===== config.mk =====
export PLATFORM = sky130hd
export DESIGN_NAME = dtl_ctrl
export DESIGN_NICKNAME = d
export VERILOG_FILES = /design/src/rtl/dtl_pkg.sv /design/src/rtl/dtl_stage.sv /design/src/rtl/dtl_len.sv /design/src/rtl/dtl_seq.sv /design/src/rtl/dtl_ctrl.sv
export SDC_FILE = /design/constraint.sdc
export NUM_CORES = 1
export LEC_CHECK = 0
export CELL_PAD_IN_SITES_DETAIL_PLACEMENT = 1
export CELL_PAD_IN_SITES_GLOBAL_PLACEMENT = 2
export CORE_ASPECT_RATIO = 1.25
export CORE_MARGIN = 3
export CORE_UTILIZATION = 40
export DETAILED_ROUTE_END_ITERATION = 12
export DONT_BUFFER_PORTS = 1
export PLACE_DENSITY = 0.81
export SLEW_MARGIN = 25
export SYNTH_ARGS = -nofsm -noshare
export SYNTH_HDL_FRONTEND = slang
export SYNTH_SLANG_ARGS = --single-unit

===== constraint.sdc =====
create_clock -name clk -period 5.55 [get_ports clk]
set_clock_uncertainty 0.15 [all_clocks]
set_input_delay 0.8325 -clock clk [delete_from_list [all_inputs] [get_ports clk]]
set_output_delay 0.8325 -clock clk [all_outputs]
set_load 0.02 [all_outputs]

===== src/rtl/dtl_pkg.sv =====
package dtl_pkg;
  typedef enum logic [1:0] {
    DTL_IDLE = 2'd0,
    DTL_RUN  = 2'd1,
    DTL_WAIT = 2'd2
  } dtl_st_e;
endpackage


===== src/rtl/dtl_stage.sv =====
module dtl_stage #(
  parameter int CW   = 24,
  parameter int SELW = 2
) (
  input  logic            clk,
  input  logic            rst_n,
  input  logic            wr_en,
  input  logic [SELW-1:0] wr_sel,
  input  logic [7:0]      wr_data,
  input  logic            reload,
  input  logic            clear,
  output logic [CW-1:0]   count_q,
  output logic [CW-1:0]   count_nx
);
  localparam int NB = CW / 8;

  logic [CW-1:0] stg_flat;

  generate
    for (genvar b = 0; b < NB; b++) begin : g_byte
      logic [7:0] stg_b;
      always_ff @(posedge clk or negedge rst_n) begin
        if (!rst_n)
          stg_b <= '0;
        else if (wr_en && (wr_sel == SELW'(b)))
          stg_b <= wr_data;
      end
      assign stg_flat[b*8 +: 8] = stg_b;
    end
  endgenerate

  always_ff @(posedge clk or negedge rst_n) begin
    if (!rst_n)
      count_q <= '0;
    else if (clear)
      count_q <= '0;
    else if (reload)
      count_q <= stg_flat;
  end

  assign count_nx = reload ? stg_flat : count_q;

  // a load takes the staged bytes
  a_r1_reload_takes_stage: assert property (@(posedge clk) disable iff (!rst_n)
    (reload && !clear) |=> (count_q == $past(stg_flat)));

  // without load or clear the live counter holds
  a_r2_counter_holds: assert property (@(posedge clk) disable iff (!rst_n)
    (!reload && !clear) |=> $stable(count_q));
endmodule


===== src/rtl/dtl_len.sv =====
module dtl_len #(
  parameter int CW       = 24,
  parameter int SW       = 25,
  parameter int CMDBUF   = 16,
  parameter int ZERO_LEN = 65536
) (
  input  logic [CW-1:0]        count,
  input  logic signed [SW-1:0] size,
  input  logic                 cmd_phase,
  output logic [CW-1:0]        burst,
  output logic                 dir_dev
);
  localparam int MW = (CW + 1 > SW) ? CW + 1 : SW;

  function automatic logic [MW-1:0] eff_count(input logic [CW-1:0] c);
    return (c == '0) ? MW'(ZERO_LEN) : MW'(c);
  endfunction

  function automatic logic [MW-1:0] magnitude(input logic signed [SW-1:0] s);
    logic [SW-1:0] m;
    m = s[SW-1] ? SW'(-s) : SW'(s);
    return MW'(m);
  endfunction

  function automatic logic [MW-1:0] smaller(input logic [MW-1:0] a,
                                            input logic [MW-1:0] b);
    return (a < b) ? a : b;
  endfunction

  logic [MW-1:0] eff;
  logic [MW-1:0] limit;
  logic [MW-1:0] pick;

  assign eff     = eff_count(count);
  assign limit   = cmd_phase ? MW'(CMDBUF) : magnitude(size);
  assign pick    = smaller(eff, limit);
  assign burst   = CW'(pick);
  assign dir_dev = cmd_phase || size[SW-1];

  // the burst never exceeds either bound
  always_comb begin
    a_r5_burst_bounded: assert (MW'(burst) <= eff && MW'(burst) <= limit);
  end
endmodule


===== src/rtl/dtl_seq.sv =====
module dtl_seq
  import dtl_pkg::*;
#(
  parameter int CW = 24,
  parameter int SW = 25
) (
  input  logic                 clk,
  input  logic                 rst_n,
  input  logic                 start_req,
  input  logic                 size_load,
  input  logic signed [SW-1:0] size_val,
  input  logic [CW-1:0]        burst,
  input  logic                 dir_dev,
  input  logic                 cmd_phase,
  input  logic                 byte_ack,
  input  logic                 chunk_end,
  input  logic                 chunk_rdy,
  output logic                 idle,
  output logic                 finish,
  output logic [CW-1:0]        left_q,
  output logic signed [SW-1:0] size_q,
  output logic                 dir_q,
  output logic                 done_q,
  output logic                 tc_q,
  output logic                 irq_q
);
  localparam logic signed [SW-1:0] ONE = SW'(1);

  dtl_st_e st;
  logic    cmd_q;

  logic                 start_take;
  logic                 ack_take;
  logic [CW-1:0]        left_nx;
  logic signed [SW-1:0] size_nx;
  logic                 fin_ack;
  logic                 wait_go;
  logic                 zero_start;

  assign idle       = (st == DTL_IDLE);
  assign start_take = idle && start_req;
  assign zero_start = start_take && (burst == '0);
  assign ack_take   = (st == DTL_RUN) && byte_ack;
  assign left_nx    = left_q - CW'(1);

  always_comb begin
    if (cmd_q || size_q == '0)
      size_nx = size_q;
    else if (size_q < 0)
      size_nx = size_q + ONE;
    else
      size_nx = size_q - ONE;
  end

  assign fin_ack = ack_take &&
                   (chunk_end ? (dir_q || left_nx != '0 || size_nx == '0)
                              : (left_nx == '0));
  assign wait_go = ack_take && chunk_end && !fin_ack;
  assign finish  = fin_ack || zero_start || (st == DTL_WAIT && chunk_rdy);

  always_ff @(posedge clk or negedge rst_n) begin
    if (!rst_n) begin
      st     <= DTL_IDLE;
      left_q <= '0;
      size_q <= '0;
      dir_q  <= 1'b0;
      cmd_q  <= 1'b0;
      done_q <= 1'b0;
      tc_q   <= 1'b0;
      irq_q  <= 1'b0;
    end else begin
      done_q <= finish;
      if (ack_take)
        size_q <= size_nx;
      else if (idle && size_load && !start_req)
        size_q <= size_val;
      if (finish) begin
        st     <= DTL_IDLE;
        left_q <= '0;
        tc_q   <= 1'b1;
        irq_q  <= 1'b1;
        if (start_take) begin
          dir_q <= dir_dev;
          cmd_q <= cmd_phase;
        end
      end else if (start_take) begin
        st     <= DTL_RUN;
        left_q <= burst;
        dir_q  <= dir_dev;
        cmd_q  <= cmd_phase;
        tc_q   <= 1'b0;
        irq_q  <= 1'b0;
      end else if (wait_go) begin
        st     <= DTL_WAIT;
        left_q <= left_nx;
      end else if (ack_take) begin
        left_q <= left_nx;
      end
    end
  end

  a_r7_ack_decrements: assert property (@(posedge clk) disable iff (!rst_n)
    (ack_take && !finish) |=> (left_q == $past(left_q) - CW'(1)));

  a_r12_idle_holds_left: assert property (@(posedge clk) disable iff (!rst_n)
    (idle && !start_take) |=> $stable(left_q));

  a_r6_start_clears_status: assert property (@(posedge clk) disable iff (!rst_n)
    (start_take && burst != '0) |=> (!tc_q && !irq_q));

  a_r11_zero_len_done: assert property (@(posedge clk) disable iff (!rst_n)
    zero_start |=> done_q);

  a_r8_done_state: assert property (@(posedge clk) disable iff (!rst_n)
    done_q |-> (idle && left_q == '0 && tc_q && irq_q));

  a_r8_done_pulse: assert property (@(posedge clk) disable iff (!rst_n)
    (done_q && !start_take) |=> !done_q);
endmodule


===== src/rtl/dtl_ctrl.sv =====
module dtl_ctrl #(
  parameter int CW       = 24,
  parameter int SW       = 25,
  parameter int CMDBUF   = 16,
  parameter int ZERO_LEN = 65536,
  localparam int NB      = CW / 8,
  localparam int SELW    = (NB > 1) ? $clog2(NB) : 1
) (
  input  logic                 clk,
  input  logic                 rst_n,
  input  logic                 wr_en,
  input  logic [SELW-1:0]      wr_sel,
  input  logic [7:0]           wr_data,
  input  logic                 cmd_valid,
  input  logic                 cmd_dma,
  input  logic                 cmd_xfer,
  input  logic                 cmd_phase,
  input  logic                 size_load,
  input  logic signed [SW-1:0] size_val,
  input  logic                 byte_ack,
  input  logic                 chunk_end,
  input  logic                 chunk_rdy,
  output logic [CW-1:0]        count_o,
  output logic [CW-1:0]        left_o,
  output logic signed [SW-1:0] size_o,
  output logic                 to_dev,
  output logic                 busy,
  output logic                 done,
  output logic                 tc,
  output logic                 irq_bs
);
  logic                 idle;
  logic                 finish;
  logic                 reload;
  logic                 start_req;
  logic [CW-1:0]        count_nx;
  logic [CW-1:0]        burst;
  logic                 dir_dev;
  logic signed [SW-1:0] size_q;

  assign reload    = idle && cmd_valid && cmd_dma;
  assign start_req = cmd_valid && cmd_xfer;

  dtl_stage #(.CW(CW), .SELW(SELW)) u_stage (
    .clk      (clk),
    .rst_n    (rst_n),
    .wr_en    (wr_en),
    .wr_sel   (wr_sel),
    .wr_data  (wr_data),
    .reload   (reload),
    .clear    (finish),
    .count_q  (count_o),
    .count_nx (count_nx)
  );

  dtl_len #(.CW(CW), .SW(SW), .CMDBUF(CMDBUF), .ZERO_LEN(ZERO_LEN)) u_len (
    .count     (count_nx),
    .size      (size_q),
    .cmd_phase (cmd_phase),
    .burst     (burst),
    .dir_dev   (dir_dev)
  );

  dtl_seq #(.CW(CW), .SW(SW)) u_seq (
    .clk       (clk),
    .rst_n     (rst_n),
    .start_req (start_req),
    .size_load (size_load),
    .size_val  (size_val),
    .burst     (burst),
    .dir_dev   (dir_dev),
    .cmd_phase (cmd_phase),
    .byte_ack  (byte_ack),
    .chunk_end (chunk_end),
    .chunk_rdy (chunk_rdy),
    .idle      (idle),
    .finish    (finish),
    .left_q    (left_o),
    .size_q    (size_q),
    .dir_q     (to_dev),
    .done_q    (done),
    .tc_q      (tc),
    .irq_q     (irq_bs)
  );

  assign size_o = size_q;
  assign busy   = !idle;

  // counter is cleared when the done pulse shows
  a_r8_count_cleared: assert property (@(posedge clk) disable iff (!rst_n)
    done |-> (count_o == '0));

  // a command while busy does not disturb the live counter
  a_r12_busy_cmd_ignored: assert property (@(posedge clk) disable iff (!rst_n)
    (busy && !finish) |=> $stable(count_o));
endmodule


# [Word level (Yosys, flattened, before mapping)]
# Cells that the tools add are included.
[totals] latch_bits=0 ram_bits=0 in_bits=46 mem_count=0 regBits=103 romBits=0
[classes] n_shift=0 multipliers=0 reduce_logical=36 n_mux=20 n_bitwise=0 order_cmp=2 div=0 add_sub_neg=4 n_eq_ne=4
[op_table] operator="$mux 24" n=8
[op_table] operator="$mux 25" n=6
[op_table] operator="$logic_not 24->1" n=3
[op_table] operator="$logic_not 25->1" n=2
[op_table] operator="$add 25x2->25 const B" n=1
[op_table] operator="$lt 24x25->1" n=1
[op_table] operator="$lt 25x1->1 const B" n=1
[op_table] operator="$neg 25->25" n=1
[op_table] operator="$sub 25x2->25 const B" n=1
[op_table] operator="$reduce_bool 24->1" n=1
[op_table] operator="$sub 24x1->24 const B" n=1
[op_table] operator="$logic_and 1x1->1" n=15
[op_table] operator="$logic_or 1x1->1" n=6
[op_table] operator="$mux 2" n=3
[op_table] operator="$eq 2x1->1 const B" n=2
[op_table] operator="$eq 2x2->1 const B" n=2
[op_table] operator="$logic_not 2->1" n=2
[op_table] operator="$reduce_bool 2->1" n=2
[op_table] operator="$reduce_bool 4->1" n=1
[op_table] operator="$logic_not 1->1" n=3
[op_table] operator="$mux 1" n=3
[op_table] operator="$reduce_bool 3->1" n=1

# [Longest topological paths before layout]
[logic_depth] ltp_word=13 ltp_mapped=23 depth_no_buf=19

# [Modules after synthesis]
# A second synthesis with hierarchy kept.
[unflattened] cells_unflattened=911 hier_area_um2=8275.4
[by_module_without_submodules] module="dtl_seq" n_inst=1 cells_each=536 area_each_um2=4583.1 seq_area_each_um2=1376.3
[by_module_without_submodules] module="dtl_stage" n_inst=1 cells_each=128 area_each_um2=2028.2 seq_area_each_um2=1201.2
[by_module_without_submodules] module="dtl_len" n_inst=1 cells_each=244 area_each_um2=1647.8 seq_area_each_um2=0.0
[by_module_without_submodules] module="dtl_ctrl" n_inst=1 cells_each=3 area_each_um2=16.3 seq_area_each_um2=0.0

# [Least setup slack after synthesis]
# OpenSTA, ideal clock, no wires.
[synth_path] path_kind="input to register" from="input cmd_valid" to="register u_seq.left_q[10]" slack_ps=531 path_buffers=5 arrival_ps=4719 path_stages=17 cell_sequence="nor4bb_1 > clkbuf_1 > buf_1 > clkbuf_1 > mux2_2 > ha_1 > nand4_1 > or3_1 > nor2_1 > o311ai_0 > a21oi_1 > nand4_1 > o31ai_1 > a31o_1 > buf_6 > buf_6 > a211oi_2"
[synth_via] elab_chain_cells=12
[synth_lines] item="from (decl)" line_no="dtl_ctrl.sv:14" text="input logic cmd_valid,"
[synth_lines] item="$logic_and 1x1->1 (2 in series)" line_no="dtl_ctrl.sv:41" text="assign reload = idle && cmd_valid && cmd_dma;"
[synth_lines] item="$mux 24" line_no="dtl_stage.sv:41" text="assign count_nx = reload ? stg_flat : count_q;"
[synth_lines] item="$logic_not 24->1" line_no="dtl_len.sv:16" text="return (c == '0) ? MW'(ZERO_LEN) : MW'(c);"
[synth_lines] item="$mux 24" line_no="dtl_len.sv:16"
[synth_lines] item="$lt 24x25->1" line_no="dtl_len.sv:27" text="return (a < b) ? a : b;"
[synth_lines] item="$mux 24" line_no="dtl_len.sv:27"
[synth_lines] item="$logic_not 24->1" line_no="dtl_seq.sv:42" text="assign zero_start = start_take && (burst == '0);"
[synth_lines] item="$logic_and 1x1->1" line_no="dtl_seq.sv:42"
[synth_lines] item="$logic_or 1x1->1 (2 in series)" line_no="dtl_seq.sv:59" text="assign finish = fin_ack || zero_start || (st == DTL_WAIT && chunk_rdy);"
[synth_lines] item="$reduce_bool 4->1 (no source line) or $mux 24 (tied branches)"
[synth_lines] item="to (signal assigned)" line_no="dtl_seq.sv:88" text="left_q <= burst;"
[synth_lines] item="to (signal assigned)" line_no="dtl_seq.sv:95" text="left_q <= left_nx;"
[synth_lines] item="to (signal assigned)" line_no="dtl_seq.sv:97" text="left_q <= left_nx;"
[synth_lines] item="to (decl)" line_no="dtl_seq.sv:20" text="output logic [CW-1:0] left_q,"
# Several ways; a longest one is shown, not always the timed one.
# A chain may end at the register's enable or synchronous reset.

# [Final worst setup path]
[layout_path] from="register u_seq.size_q[2]" to="register u_stage.count_q[16]"
[layout_via] elab_chain_cells=10
[layout_lines] item="from (decl)" line_no="dtl_seq.sv:21" text="output logic signed [SW-1:0] size_q,"
[layout_lines] item="from (signal assigned)" line_no="dtl_seq.sv:74" text="size_q <= size_nx;"
[layout_lines] item="from (signal assigned)" line_no="dtl_seq.sv:76" text="size_q <= size_val;"
[layout_lines] item="$neg 25->25 (tied with other cells)" line_no="dtl_len.sv:21" text="m = s[SW-1] ? SW'(-s) : SW'(s);"
[layout_lines] item="$mux 25 (tied with other cells)" line_no="dtl_len.sv:21"
[layout_lines] item="$mux 25 (on tied branches)" line_no="dtl_len.sv:35, dtl_seq.sv:47"
[layout_lines] item="$lt 24x25->1 or $logic_not 25->1 (tied branches)" line_no="dtl_len.sv:27, dtl_seq.sv:56"
[layout_lines] item="$mux 24 or $logic_or 1x1->1 (tied branches)" line_no="dtl_len.sv:27, dtl_seq.sv:56"
[layout_lines] item="$logic_not 24->1 or $mux 1 (tied branches)" line_no="dtl_seq.sv:42, dtl_seq.sv:56"
[layout_lines] item="$logic_and 1x1->1 (on tied branches)" line_no="dtl_seq.sv:42, dtl_seq.sv:55"
[layout_lines] item="$logic_or 1x1->1 (*) (2 in series)" line_no="dtl_seq.sv:59"
[layout_lines] item="$mux 24 (*)" line_no="dtl_stage.sv:35" text="else if (clear)"
[layout_lines] item="to (signal assigned)" line_no="dtl_stage.sv:38" text="count_q <= stg_flat;"
[layout_lines] item="to (decl)" line_no="dtl_stage.sv:12" text="output logic [CW-1:0] count_q,"
# Every way passes the cells marked *; elsewhere a longest branch is shown, timed or not.

==> out/results.txt <==
Via Count - 7262
DRC errors left - 0
Worst slew margin - 0.412
Most common cell after layout, fill and taps aside - nor2_1
RSZ-0062 raised after global routing - false
Buf+Inv Stages, Crit Path - 1
Fmax achieved - 0.194 GHz
Synthesized netlist cell count - 922
Layout cell share with drive strength beyond 1 - 0.148
RePlAce Congestion - 0.867
Flops & latches, synth - 103
Ant. Diodes - 0
Crit-path max cell delay - 0.65 ns
Post-synth net total - 1018
Area Overhead vs Synth - 10.1%
CP startpoint - u_seq.size_q[2]
CP Class - flip-flop to flip-flop
Fill cell count - 2314
Yosys warnings - 0
Startpoint types - flip-flop
First-pass GRT wire length - 44.1 mm
Routed WL per cell - 23.4 um
CTS tree - built
Status - finished clean
Initial Utilization - 0.413
Post-synth EDFFs - 0
DRT Pass-1 Iters - 4
Prevailing post-synth register cell - dfrtp_1
Register area share after synthesis - 0.316
Seq. cell area - 2580 um2
Die area - 22100 um2
Worst-path maximum fanout - 52
Fin crit share - 0.931
CTS max path bufs - 2
Crit end category - flip-flop
Worst EP arrival - 5.25 ns
Clock Sinks - 103
Final Hold Fails - 0
CP delay by family, top - simple AND/OR/NAND/NOR gates
Vias/cell - 6.06
CP max-delay cell - or4_1
Setup Viol. Count Final - 0
Worst-margin pin slew - 0.879 ns
Multi-input logic area - 5270 um2
Vias in the first global route - 7665
Syn Area/Cell - 8.84 um2
Netlist cell types - 77
Final WL - 28.1 mm
Total CTS buffers - 9
Commonest cells after routing, fill and taps aside - 110 x nor2_1, 103 x dfrtp_1, 67 x nand2_1
DIE HEIGHT - 166 um
Ports - 124
Initial antenna violation count - 0
Largest net degree at the start of global routing - 74
DP HPWL - 21.8 mm
Post CTS Setup Buffer Count - 0
Minimum clock period - 5.17 ns
Critical-path cell list - or4_4 > or4_1 > o41ai_1 > xnor2_1 > nand2_1 > ha_1 > nand4_1 > or3_1 > nor2_1 > o311ai_0 > a21oi_4 > nand4_1 > o31ai_1 > a31o_2 > buf_12 > nor2_1
FFs w/ async S/R, synth - 1.00
Worst hold-check path type - primary input to async pin
Worst endpoint required time - 5.64 ns
DIE WIDTH - 134 um
Final Max Tran Viols - 0
R2r endpoint - u_stage.count_q[16]
Initial DRC count - 347
# nets final - 1024
Reg2reg start - u_seq.size_q[2]
ANT nets after route - 0
Synthesized cell area - 8150 um2
Rows - 57
GRT overflow - 0
Maxcap violations - 0
Clk Tree Root Cell - clkbuf_16
Setup tns final - 0 ns
PortBufs - 0
H-tree levels - 3
Worst-Skew Late Latency - 0.37 ns
Clock transition at path regs - 0.08 ns
Worst-case reg-to-reg path depth - 16
GR Util All Layers - 0.253
R2R setup slack - 0.38 ns
Core Region - 19800 um2
[registers in the layout, summed over array words and instances (netlist names)]
| name | cells |
|---|---|
| u_seq.size_q | 25 |
| u_seq.left_q | 24 |
| u_stage.count_q | 24 |
| u_stage.g_byte.stg_b | 24 |
| u_seq.st | 2 |
| u_seq.cmd_q | 1 |
| u_seq.dir_q | 1 |
| u_seq.done_q | 1 |
| u_seq.tc_q | 1 |
[cell usage after synthesis (all sizes together), types with 23 or more instances]
| cell | instances | share of area |
|---|---|---|
| ha | 49 | 0.075 |
| inv | 30 | 0.014 |
| nor4 | 24 | 0.021 |
| nor2 | 111 | 0.051 |
| dfrtp | 103 | 0.32 |
| a21oi | 47 | 0.029 |
| nand2 | 67 | 0.031 |
| xnor2 | 31 | 0.033 |
| mux2i | 23 | 0.028 |
| nor3 | 26 | 0.017 |
| a211oi | 31 | 0.042 |
| o21ai | 44 | 0.027 |
| clkbuf | 33 | 0.015 |
| mux2 | 36 | 0.050 |
| xor2 | 23 | 0.025 |
[per-layer routing]
layer	wire [um]	track usage
met5	0	0
met1	11600	0.302
met3	1150	0.0434
met4	888	0.0864
met2	14500	0.455
[metrics by stage]
stage          setup WS [ns]  instance area [um2]  instances   util  hold WS, ns
6_report               0.384                 8970       1198  0.454        0.127
5_1_grt               0.0330                 8970       1198  0.454        0.120
4_1_cts                0.355                 8970       1198  0.454        0.117
3_5_place_dp           0.200                 8600       1179  0.435        0.365
3_3_place_gp           0.313                 8600       1179  0.435        0.348
2_1_floorplan          0.531                 8150        922      -        0.324
[timing repair]
item | 4_1_cts | 5_1_grt
resized for setup | 0 | 1
hold buffers | 3 | 0
setup endpoints to repair | 0 | 47
hold endpoints to repair | 73 | 0
[cells by family after synthesis]
family	synth area share
and+or+nand+nor	0.211
DFF	0.316
buffers and inverters	0.0417
xor gates and xnor gates	0.0580
adders and majority gates	0.0776
muxes	0.0780
AOI/OAI and AO/OA	0.218
[area by class of cell]
cell class,count,area share
Multi-Input combinational cell,743,0.587
Clock inverter,7,0.00990
Sequential cell,103,0.287
Clock buffer,9,0.0251
Inverter,30,0.0125
Tap cell,265,0.0369
Timing Repair Buffer,41,0.0410
[how the worst max path moves through the flow]
stage	endpoint	slack (ns)	cells past startpoint
final	u_stage.count_q[16]	0.38	16
after global routing	u_stage.count_q[16]	0.03	19
after CTS	u_stage.count_q[16]	0.35	16
after detailed placement	u_seq.left_q[12]	0.20	17
after global placement	u_seq.left_q[12]	0.31	17
after floorplan	u_seq.left_q[10]	0.53	17
Power is left out: the tool's default activity adds up to more than one toggle a clock period on the data nets, which glitch-free logic cannot reach.
